<file path="src/rtl/evt_gate_pkg.sv">
package evt_gate_pkg;
    localparam int EVT_N   = 5;
    localparam int EV_MCHK = 0;
    localparam int EV_INIT = 1;
    localparam int EV_SMI  = 2;
    localparam int EV_NMI  = 3;
    localparam int EV_INTR = 4;

    // edge-latched sources, index order inside the latch bank
    localparam int EDGE_N    = 3;
    localparam int EDGE_INIT = 0;
    localparam int EDGE_SMI  = 1;
    localparam int EDGE_NMI  = 2;

    typedef struct packed {
        logic prev;
        logic pend;
    } edge_st_t;

    typedef struct packed {
        logic seen;
        logic hold_lock;
        logic hold_inq;
    } mchk_st_t;

    typedef struct packed {
        logic armed;
        logic exit_pend;
    } smm_st_t;
endpackage

</file>
<file path="src/rtl/evt_edge_latch.sv">
module evt_edge_latch
    import evt_gate_pkg::*;
(
    input  logic clk,
    input  logic rst,
    input  logic din,
    input  logic clr,
    output logic pend
);
    edge_st_t st_d, st_q;

    always_comb begin
        st_d      = st_q;
        st_d.prev = din;
        if (clr)
            st_d.pend = 1'b0;
        if (din && !st_q.prev)
            st_d.pend = 1'b1;   // a fresh edge wins over a same-cycle clear
    end

    always_ff @(posedge clk) begin
        if (rst)
            st_q <= '0;
        else
            st_q <= st_d;
    end

    assign pend = st_q.pend;
endmodule

</file>
<file path="src/rtl/evt_mchk_hold.sv">
module evt_mchk_hold
    import evt_gate_pkg::*;
(
    input  logic clk,
    input  logic rst,
    input  logic buschk,
    input  logic brdy,
    input  logic locked,
    input  logic lock_last,
    input  logic inquire,
    input  logic inq_done,
    input  logic clr,
    output logic ready
);
    mchk_st_t st_d, st_q;
    logic     sample;

    assign sample = brdy & buschk;

    always_comb begin
        st_d = st_q;
        if (clr)
            st_d.seen = 1'b0;
        if (sample)
            st_d.seen = 1'b1;

        if (lock_last)
            st_d.hold_lock = 1'b0;
        else if (sample && locked)
            st_d.hold_lock = 1'b1;

        if (inq_done)
            st_d.hold_inq = 1'b0;
        else if (sample && inquire)
            st_d.hold_inq = 1'b1;
    end

    always_ff @(posedge clk) begin
        if (rst)
            st_q <= '0;
        else
            st_q <= st_d;
    end

    assign ready = st_q.seen & ~st_q.hold_lock & ~st_q.hold_inq;
endmodule

</file>
<file path="src/rtl/evt_prio_pick.sv">
module evt_prio_pick #(
    parameter int N = 5
) (
    input  logic [N-1:0] req,
    output logic [N-1:0] grant
);
    logic [N-1:0] higher;

    for (genvar i = 0; i < N; i++) begin : g_pick
        if (i == 0) begin : g_top
            assign higher[i] = 1'b0;
        end else begin : g_rest
            assign higher[i] = higher[i-1] | req[i-1];
        end
        assign grant[i] = req[i] & ~higher[i];
    end
endmodule

</file>
<file path="src/rtl/evt_gate.sv">
module evt_gate
    import evt_gate_pkg::*;
(
    input  logic             clk,
    input  logic             rst,
    input  logic             nmi_in,
    input  logic             init_in,
    input  logic             intr_in,
    input  logic             smi_in,
    input  logic             buschk_in,
    input  logic             if_flag,
    input  logic             in_smm,
    input  logic             iret_pulse,
    input  logic             rsm_pulse,
    input  logic             prdy,
    input  logic             brdy,
    input  logic             locked,
    input  logic             lock_last_brdy,
    input  logic             inquire,
    input  logic             inq_wb_done,
    input  logic             mce_enable,
    input  logic             boundary,
    output logic [EVT_N-1:0] pend_vec,
    output logic             take,
    output logic [EVT_N-1:0] grant_vec
);
    logic [EDGE_N-1:0] edge_din;
    logic [EDGE_N-1:0] edge_clr;
    logic [EDGE_N-1:0] edge_pend;
    logic [EVT_N-1:0]  pick;
    logic              mc_ready;
    logic              smm_open;
    smm_st_t           smm_d, smm_q;

    assign edge_din[EDGE_INIT] = init_in;
    assign edge_din[EDGE_SMI]  = smi_in;
    assign edge_din[EDGE_NMI]  = nmi_in;
    assign edge_clr[EDGE_INIT] = grant_vec[EV_INIT];
    assign edge_clr[EDGE_SMI]  = grant_vec[EV_SMI];
    assign edge_clr[EDGE_NMI]  = grant_vec[EV_NMI];

    for (genvar k = 0; k < EDGE_N; k++) begin : g_edge
        evt_edge_latch u_latch (
            .clk  (clk),
            .rst  (rst),
            .din  (edge_din[k]),
            .clr  (edge_clr[k]),
            .pend (edge_pend[k])
        );
    end

    evt_mchk_hold u_mchk (
        .clk       (clk),
        .rst       (rst),
        .buschk    (buschk_in),
        .brdy      (brdy),
        .locked    (locked),
        .lock_last (lock_last_brdy),
        .inquire   (inquire),
        .inq_done  (inq_wb_done),
        .clr       (grant_vec[EV_MCHK]),
        .ready     (mc_ready)
    );

    // SMM return tracking: IRET opens one boundary, RSM opens until SMM drops
    always_comb begin
        smm_d = smm_q;
        if (!in_smm) begin
            smm_d.armed     = 1'b0;
            smm_d.exit_pend = 1'b0;
        end else begin
            if (iret_pulse)
                smm_d.armed = 1'b1;
            else if (boundary)
                smm_d.armed = 1'b0;
            if (rsm_pulse)
                smm_d.exit_pend = 1'b1;
        end
    end

    always_ff @(posedge clk) begin
        if (rst)
            smm_q <= '0;
        else
            smm_q <= smm_d;
    end

    assign smm_open = ~in_smm | smm_q.armed | smm_q.exit_pend;

    always_comb begin
        pend_vec          = '0;
        pend_vec[EV_MCHK] = mc_ready & mce_enable;
        pend_vec[EV_INIT] = edge_pend[EDGE_INIT] & smm_open;
        pend_vec[EV_SMI]  = edge_pend[EDGE_SMI] & ~prdy;
        pend_vec[EV_NMI]  = edge_pend[EDGE_NMI] & smm_open;
        pend_vec[EV_INTR] = intr_in & if_flag;
    end

    evt_prio_pick #(.N(EVT_N)) u_pick (
        .req   (pend_vec),
        .grant (pick)
    );

    assign take      = boundary & (|pend_vec);
    assign grant_vec = take ? pick : '0;
endmodule

</file>
<file path="config.mk">
export PLATFORM = sky130hd
export DESIGN_NAME = evt_gate
export DESIGN_NICKNAME = d
export VERILOG_FILES = /design/src/rtl/evt_gate_pkg.sv /design/src/rtl/evt_edge_latch.sv /design/src/rtl/evt_mchk_hold.sv /design/src/rtl/evt_prio_pick.sv /design/src/rtl/evt_gate.sv
export SDC_FILE = /design/constraint.sdc
export NUM_CORES = 1
export LEC_CHECK = 0
export ABC_AREA = 0
export BUFFER_PORTS_ARGS = -buffer_cell sky130_fd_sc_hd__buf_4
export CORE_AREA = 2 2 39 41
export CTS_BUF_LIST = sky130_fd_sc_hd__clkbuf_8 sky130_fd_sc_hd__clkbuf_16
export DETAILED_ROUTE_END_ITERATION = 7
export DIE_AREA = 0 0 41 43
export PLACE_DENSITY = 0.73
export RECOVER_POWER = 100
export REMOVE_ABC_BUFFERS = 1
export SYNTH_ARGS = -nofsm -noshare
export SYNTH_HDL_FRONTEND = slang
export SYNTH_SLANG_ARGS = --single-unit
</file>
<file path="constraint.sdc">
create_clock -name clk -period 3.1 [get_ports clk]
set_clock_uncertainty 0.1 [all_clocks]
set_input_delay 0.62 -clock clk [delete_from_list [all_inputs] [get_ports clk]]
set_output_delay 0.62 -clock clk [all_outputs]
set_load 0.03 [all_outputs]
</file>
==> impl_results.md, run 1 <==
* Status: finished, final reports clean
* WL met1 at 466 um
* Clock power frac at 37.0%
* R2r endpoint: g_edge[1].u_latch.pend
* Synth Register Bits at 11
* Setup TNS at 0 ns
* Layout Nets at between 100 and 150
* R2r worst-path depth at 4
* Clock-pin slew on the worst setup and hold paths at 0.05 ns
* Drc violations at 0
* Least-Margin Pin Slew at 0.6872 ns
* Sw Pwr at between 0.09 and 0.1 mW
* Synth area leaders: dfxtp_1 40%, nand2b_1 5.7%, buf_4 5.5%
* Yosys Warn Count at 0
* CTS root buf: clkbuf_8
* R2R setup slack at 1.51 ns
* P&R area growth vs syn at 33.56%
* Total power at 0.3611 mW
* Post-CTS Setup Inserts at 0
* Pre-antenna DRT Iters at 4
* CTS buffer count at 3
* Max-slew violations at 0
* Antenna Cells at 0
* Max-Cap Viols at 0
* Setup violators final at 0
* Share of layout cells above drive strength 1 at between 20 and 30%
* Clk buf depth at 2
* Chip Width at 41 um
* Hold WC Path Type: flop to flop
* Met2 WL at about 490 um
* Ports at 30
* Critical Path End Type: output pin
* Pre-CTS WS at 0.7856 ns
* Avg Cell Area, Syn at 9.071 um^2
* Reg power frac at a little over two fifths
* Highest Clock Rate at around 380 MHz
* DP Cell Count at 100
* Port Buffers at 29
* Unrepaired setup endpoints after global routing: no
* Largest net degree at the start of global routing at 11
* Final Instance Area at a little over 700 um^2
* Setup ws final at 0.4830 ns
* Gate power share at 20.0%
* H-tree depth at 1
* Final hold violation count at 0
* First-pass GRT wire length at 1621 um
* CTS resizes at 0
* Hold Buf Count CTS at 0
* Final HPWL DP at 859.8 um
* GRT Residual Overflow at 0
* Reg2reg start: smm_q[0]
* Dpl cell area at 748.2 um^2
* Rel. slew slack at 54.09%
* Wire length per cell at ~10 um
* Overall die area at 0.001763 mm^2
* CTS tree: built
* Cell variety after synth at 24
* Hold Path End: g_edge[0].u_latch.pend
* Most frequent cells in the layout: 22 x buf_4, 11 x dfxtp_1, 8 x inv_1, 7 x clkbuf_1, 6 x nand2b_1
* Initial Utilization at roughly 39%
* Hold depth at 1
* Most common cell after layout, fill and taps aside: buf_4
* Vias per inst at 4.587
* WL final at 1080 um
* Wire length on met3 at around 110 um
* Total track usage at 13.80%
* Clk_lat worst skew at 0.23 ns
* Static Leak at 0.3485 nW
* Sw Share at 25.16%
* P_int at 0.2702 mW
* Final non-filler cell total at 104
* Pwr dens at 496.7 mW/mm^2
* Hold Path Origin: g_edge[0].u_latch.st_q[1]
* Critical path required time at 2.38 ns
* Critical-path maximum fanout at 6
* Tcrit/Tclk final at 84.42%
* Post-synth top area cell: dfxtp_1
* Initial antenna violation count at 0
* Post-layout util at 52.53%
* Sequential area share after synthesis at 40.46%
* 1st-iter DRT viols at 4
* Die Y at 43 um
* Mapped Area at 544.3 um^2
* Post-route antenna net violation count at 0
* Vias in the first global route at 413
* Worst VDD drop at 215.4 uV
* Vias at ~480
* Area of the core at 0.001384 mm^2
* Hold WS at between 0.3 and 0.4 ns
* CTS Sinks at 11
* Crit path arrival time at 1.90 ns
* RePlAce Congestion at 0.7271
* Crit Path Category: input pin to output pin
* Synthesized instance count at 60
* Top sig layer: met4
* Yosys top cell area share at 40.46%
* Fin crit period at 2.617 ns
* Setup crit start kind: input pin
* FP Rows at 14
## state kept, by name, summed over array words and instances, names as in the netlist
name                 flops
smm_q                    2
g_edge.u_latch.pend      3
u_mchk.st_q              3
g_edge.u_latch.st_q      3
## worst max path at each step
| stage | startpoint | to | slack, ns | depth (start not counted) |
|---|---|---|---|---|
| global placement | mce_enable | grant_vec[3] | 0.81 | 6 |
| floorplan | mce_enable | grant_vec[1] | 0.61 | 3 |
| finish | in_smm | take | 0.48 | 5 |
| global route | in_smm | grant_vec[4] | 0.37 | 5 |
| CTS | mce_enable | grant_vec[3] | 0.79 | 6 |
| detailed placement | mce_enable | grant_vec[3] | 0.79 | 6 |
## worst max-delay path, cell delays in order
cell	delay (ns)
buf_4	0.08
nor3b_1	0.57
o21ai_1	0.19
o31a_1	0.27
buf_4	0.17
## layout make-up
class,instances,area [um^2]
fill,151,656.9
multi-input combinational,37,224.0
sequential,11,220.2
timing repair buffer,29,191.4
clock buffer,3,41.29
inverter,7,26.28
tap,16,20.02
clock inverter,1,3.754
## synth_stat cells
cell and number:
a21oi_1 1, a22oi_1 1, a31oi_1 2, and2_1 1, and4bb_4 1, buf_4 4, clkbuf_1 1, dfxtp_1 11
inv_1 7, nand2_1 2, nand2b_1 5, nand2b_4 1, nor2_1 5, nor2b_1 4, nor2b_2 1, nor3_1 3
nor3_4 1, nor3b_1 1, nor3b_4 1, nor4_2 1, o21ai_0 2, o21ai_1 1, o2bb2ai_1 2, o31a_1 1
## metal layers
| metal | up-vias | global-route usage (%) |
|---|---|---|
| met1 | 204 | 15.26 |
| met3 | 2 | 5.236 |
| met5 | - | 0 |
| met4 | 0 | 8.000 |
| li1 | 250 | - |
| met2 | 21 | 21.25 |
## kinds of logic after synthesis
group	synth area share (%)
compound gates	12.18
simple gates	36.32
buf+inv	11.03
flops	40.46
## power by group through the flow
stage / combinational (mW) / sequential (mW) / clock [mW]
after CTS: 0.0830 / 0.156 / 0.139
after detailed placement: 0.0828 / 0.159 / 0
final: 0.0723 / 0.155 / 0.134
after floorplan: 0.0466 / 0.157 / 0
after global placement: 0.0820 / 0.159 / 0
after global routing: 0.0793 / 0.156 / 0.146
Note: power is estimated with default switching activity, not from simulation.
==> run 2, diff against run 1 <==
--- a/config.mk
+++ b/config.mk
@@ -7,10 +7,10 @@
 export LEC_CHECK = 0
 export ABC_AREA = 0
 export BUFFER_PORTS_ARGS = -buffer_cell sky130_fd_sc_hd__buf_4
-export CORE_AREA = 2 2 39 41
+export CORE_MARGIN = 1
+export CORE_UTILIZATION = 41
 export CTS_BUF_LIST = sky130_fd_sc_hd__clkbuf_8 sky130_fd_sc_hd__clkbuf_16
 export DETAILED_ROUTE_END_ITERATION = 7
-export DIE_AREA = 0 0 41 43
 export PLACE_DENSITY = 0.73
 export RECOVER_POWER = 100
 export REMOVE_ABC_BUFFERS = 1
==> constraint.sdc (replaced) <==
create_clock -name clk -period 2.45 [get_ports clk]
set_clock_uncertainty 0.1 [all_clocks]
set_input_delay 0.49 -clock clk [delete_from_list [all_inputs] [get_ports clk]]
set_output_delay 0.49 -clock clk [all_outputs]
set_load 0.03 [all_outputs]
==> run 2 against run 1 <==
Effect of this change:
- non-clock buffer count stayed put
- via count is 1.5% higher
- cell count is 1.9% lower
- combinational power is 32% higher
- register-to-register slack worse by 0.41 ns
- largest cell class unchanged
- largest power group unchanged
==> impl_results.md, run 2 (same netlist as run 1, synthesis figures left out) <==
* Final hold violation count at 0
* 1st-iter DRT viols at 4
* Vias at between 400 and 500
* Vias in the first global route at 442
* Most common cell after layout, fill and taps aside: buf_4
* Worst VDD drop at approximately 440 uV
* Setup TNS at 0 ns
* P&R area growth vs syn at 36.78%
* Pwr dens at 642.5 mW/mm^2
* Antenna Cells at 0
* Fin crit period at 2.192 ns
* Setup crit start kind: flop
* CTS root buf: clkbuf_8
* Drc violations at 0
* Rel. slew slack at 73.75%
* Gate power share at between 10% and 20%
* Most frequent cells in the layout: 22 x buf_4, 11 x dfxtp_1, 7 x inv_1, 7 x clkbuf_1, 6 x nand2b_1
* Area of the multi-input gates at 242.7 um^2
* Post-CTS Setup Inserts at 0
* Clk_lat worst skew at 0.24 ns
* Overall die area at 0.001477 mm^2
* Area of the core at 0.001171 mm^2
* WL final at 1168 um
* Sw Pwr at 0.1312 mW
* Total power at around 0.48 mW
* Clock power frac at 38.8%
* Layout Nets at 108
* CTS Sinks at 11
* GRT Residual Overflow at 0
* Total track usage at 19.22%
* Setup violators final at 0
* RePlAce Congestion at 0.7117
* Crit path arrival time at roughly 1.6 ns
* Final HPWL DP at roughly 870 um
* Clock-pin slew on the worst setup and hold paths at 0.05 ns
* FILL cells at about 110
* Status: finished, final reports clean
* Largest net degree at the start of global routing at 11
* Initial antenna violation count at 0
* Vias per inst at 4.745
* Clk buf depth at 2
* Chip Width at 38.44 um
* Register area at 220.2 um^2
* Max-Cap Viols at 0
* Least-Margin Pin Slew at 0.3937 ns
* Port Buffers at 29
* Wire length per cell at 11.45 um
* Tcrit/Tclk final at 89.47%
* Unrepaired setup endpoints after global routing: no
* First-pass GRT wire length at between 1500 and 2000 um
* Ports at 30
* Die Y at between 30 and 40 um
* Hold Buf Count CTS at 0
* Pre-antenna DRT Iters at 2
* Critical path required time at 1.86 ns
* Critical Path End Type: output pin
* P_int at 0.3471 mW
* Sw Share at 27.44%
* Highest Clock Rate at 456.2 MHz
* CTS tree: built
* Post-route antenna net violation count at 0
* H-tree depth at 1
* CTS resizes at 0
* Reg power frac at roughly two fifths
* Hold WC Path Type: input pin to flop
* Max-slew violations at 0
* FP Rows at 12
* Critical-path maximum fanout at 6
* Share of layout cells above drive strength 1 at 32.95%
* Static Leak at about 0.35 nW
* Crit Path Category: flop to output pin
* CTS buffer count at 3
* Initial Utilization at 46.47%
run 2: worst max-delay path, stage by stage, from the launching register on:
cell and delay (ns):
dfxtp_1 0.33, nor3b_4 0.30, o21ai_0 0.18, nor3_1 0.20, clkbuf_1 0.33
run 2: power by group through the flow:
stage	registers, mW	logic (mW)	clock network (mW)
global placement	0.200	0.104	0
global route	0.199	0.104	0.204
finish	0.197	0.0953	0.186
detailed placement	0.201	0.105	0
CTS	0.197	0.105	0.191
floorplan	0.199	0.0590	0
run 2: cell type report:
class	instances	share of cell area (%)
multi-input combinational	37	32.61
sequential	11	29.58
timing repair buffer	29	25.71
clock buffer	3	5.546
inverter	7	3.529
tap	14	2.353
clock inverter	1	0.6723
run 2: layer usage:
| layer | global-route usage, % | wire length (um) | up-vias |
|---|---|---|---|
| met5 | 0 | 0 | - |
| met4 | 10.34 | 14 | 0 |
| met3 | 12.79 | 104 | 2 |
| met2 | 29.66 | 530 | 23 |
| met1 | 19.42 | 518 | 208 |
| li1 | - | - | 251 |
run 2: worst paths after layout:
kind,from,endpoint,cells after the start,slack [ns]
min,lock_last_brdy,u_mchk.st_q[1],2,0.30
max reg2reg,smm_q[0],g_edge[1].u_latch.pend,4,1.10
min reg2reg,g_edge[0].u_latch.st_q[1],g_edge[0].u_latch.pend,1,0.32
max,smm_q[0],grant_vec[4],4,0.26
run 2: per-stage QoR:
| stage | area, um^2 | worst slack, ns | hold WS, ns | instances | utilization (%) |
|---|---|---|---|---|---|
| final | 744.5 | 0.2579 | 0.3031 | 102 | 63.57 |
| after global routing | 744.5 | 0.1493 | 0.2908 | 102 | 63.57 |
| after CTS | 792.0 | 0.3859 | 0.2995 | 102 | 67.63 |
| after detailed placement | 745.7 | 0.3935 | 0.3124 | 98 | 63.68 |
| after global placement | 745.7 | 0.3866 | 0.3020 | 98 | 63.68 |
| after floorplan | 510.5 | 0.2155 | 0.2991 | 55 | - |
==> run 3, diff against run 2 <==
--- a/config.mk
+++ b/config.mk
@@ -6,6 +6,7 @@
 export NUM_CORES = 1
 export LEC_CHECK = 0
 export ABC_AREA = 0
+export ABC_CLOCK_PERIOD_IN_PS = 2450
 export BUFFER_PORTS_ARGS = -buffer_cell sky130_fd_sc_hd__buf_4
 export CORE_MARGIN = 1
 export CORE_UTILIZATION = 41
@@ -14,6 +15,7 @@
 export PLACE_DENSITY = 0.73
 export RECOVER_POWER = 100
 export REMOVE_ABC_BUFFERS = 1
+export SKIP_LAST_GASP = 1
 export SYNTH_ARGS = -nofsm -noshare
 export SYNTH_HDL_FRONTEND = slang
 export SYNTH_SLANG_ARGS = --single-unit
==> constraint.sdc (replaced) <==
create_clock -name clk -period 2.45 [get_ports clk]
set_clock_uncertainty 0.1 [all_clocks]
set_input_delay 0.3675 -clock clk [delete_from_list [all_inputs] [get_ports clk]]
set_output_delay 0.3675 -clock clk [all_outputs]
set_load 0.03 [all_outputs]
==> run 3 against run 2 <==
Effect of this change:
- register-to-register slack hardly changed
- final area is 0.50% lower
- sequential power hardly changed
==> impl_results.md, run 3 (same netlist as run 1, synthesis figures left out) <==
* R2R setup slack at about 1.1 ns
* Static Leak at 0.3448 nW
* Vias at 484
* Dpl cell area at 745.7 um^2
* Pre-antenna DRT Iters at 2
* Worst VDD drop at 438.0 uV
* Vias per inst at 4.745
* Unrepaired setup endpoints after global routing: no
* 1st-iter DRT viols at 4
* Tcrit/Tclk final at 85.84%
* Least-Margin Pin Slew at 0.3944 ns
* Clk_lat worst skew at 0.24 ns
* Chip Width at just under 40 um
* Final Instance Area at ~740 um^2
* Initial antenna violation count at 0
* Setup crit start kind: flop
* Max-Cap Viols at 0
* Hold Buf Count CTS at 0
* Highest Clock Rate at 475.5 MHz
* Critical path required time at 1.98 ns
* Port Buffers at 29
* Critical-path maximum fanout at 6
* Rel. slew slack at 73.70%
* Vias in the first global route at 442
* RePlAce Congestion at around 0.71
* Largest net degree at the start of global routing at 11
* GRT Residual Overflow at 0
* CTS root buf: clkbuf_8
* FILL cells at 113
* Hold WC Path Type: input pin to flop
* FP Rows at 12
* CTS resizes at 0
* WL final at 1170 um
* Clock-pin slew on the worst setup and hold paths at approximately 0.050 ns
* Pwr dens at 645.0 mW/mm^2
* CTS buffer count at 3
* Drc violations at 0
* Antenna Cells at 0
* Final HPWL DP at 870.6 um
* Critical Path End Type: output pin
* Die Y at about 38 um
* Most common cell after layout, fill and taps aside: buf_4
* Post-route antenna net violation count at 0
* Hold WS at 0.1806 ns
* Clk buf depth at 2
* Overall die area at 0.001477 mm^2
* Setup TNS at 0 ns
* Max-slew violations at 0
* Crit Path Category: flop to output pin
* Most frequent cells in the layout: 21 x buf_4, 11 x dfxtp_1, 8 x clkbuf_1, 7 x inv_1, 6 x nand2b_1
* Ports at 30
* CTS Sinks at 11
* Initial Utilization at 46.47%
* CTS tree: built
* Total track usage at 19.22%
* First-pass GRT wire length at 1787 um
* Status: finished, final reports clean
* Share of layout cells above drive strength 1 at a little under a third
* Fin crit period at 2.103 ns
* Area of the core at 0.001171 mm^2
* Final hold violation count at 0
* H-tree depth at 1
* Crit path arrival time at around 1.6 ns
* Layout Nets at roughly 110
* Wire length per cell at 11.47 um
* Setup violators final at 0
* Post-CTS Setup Inserts at 0
* Total power at around 0.48 mW
* P&R area growth vs syn at 36.09%
run 3: changes by cell type in the layout (fill, tap and decap cells not counted), sizes merged:
cell / delta
clkbuf: +1
buf: -1
run 3: path summary, 6_finish.rpt:
check	end	from	cells past startpoint
min	u_mchk.st_q[1]	lock_last_brdy	2
max reg2reg	g_edge[1].u_latch.pend	smm_q[0]	4
min reg2reg	g_edge[0].u_latch.pend	g_edge[0].u_latch.st_q[1]	1
max	grant_vec[2]	smm_q[0]	4
run 3: metal layers:
metal,track usage [%],share of wire (%)
met2,29.66,45
met1,19.42,45
met4,10.34,1.2
met5,0,0
met3,12.79,8.9
run 3: critical path: stages, from the launching register on:
cell and delay, ns:
dfxtp_1 0.33, nor3b_4 0.30, nor2b_1 0.13, nor3_1 0.28, clkbuf_1 0.34
run 3: per-stage QoR:
| step | utilization [%] | setup WS (ns) | instances |
|---|---|---|---|
| 6_report | 63.25 | 0.3470 | 102 |
| 3_3_place_gp | 63.68 | 0.6316 | 98 |
| 2_1_floorplan | - | 0.4605 | 55 |
| 4_1_cts | 67.63 | 0.5084 | 102 |
| 5_1_grt | 63.25 | 0.2498 | 102 |
| 3_5_place_dp | 63.68 | 0.6385 | 98 |
run 3: final cells by class:
cell class	instances	area, um^2	area share [%]
multi-input combinational	37	242.7	32.77
sequential	11	220.2	29.73
timing repair buffer	29	187.7	25.34
clock buffer	3	41.29	5.574
inverter	7	26.28	3.547
tap	14	17.52	2.365
clock inverter	1	5.005	0.6757
run 3: where the power goes:
group	switching (mW)	leakage (nW)	internal [mW]
registers	0.00727	0.0910	0.190
logic	0.0505	0.228	0.0443
clock network	0.0735	0.0255	0.112
total	0.131	0.345	0.347
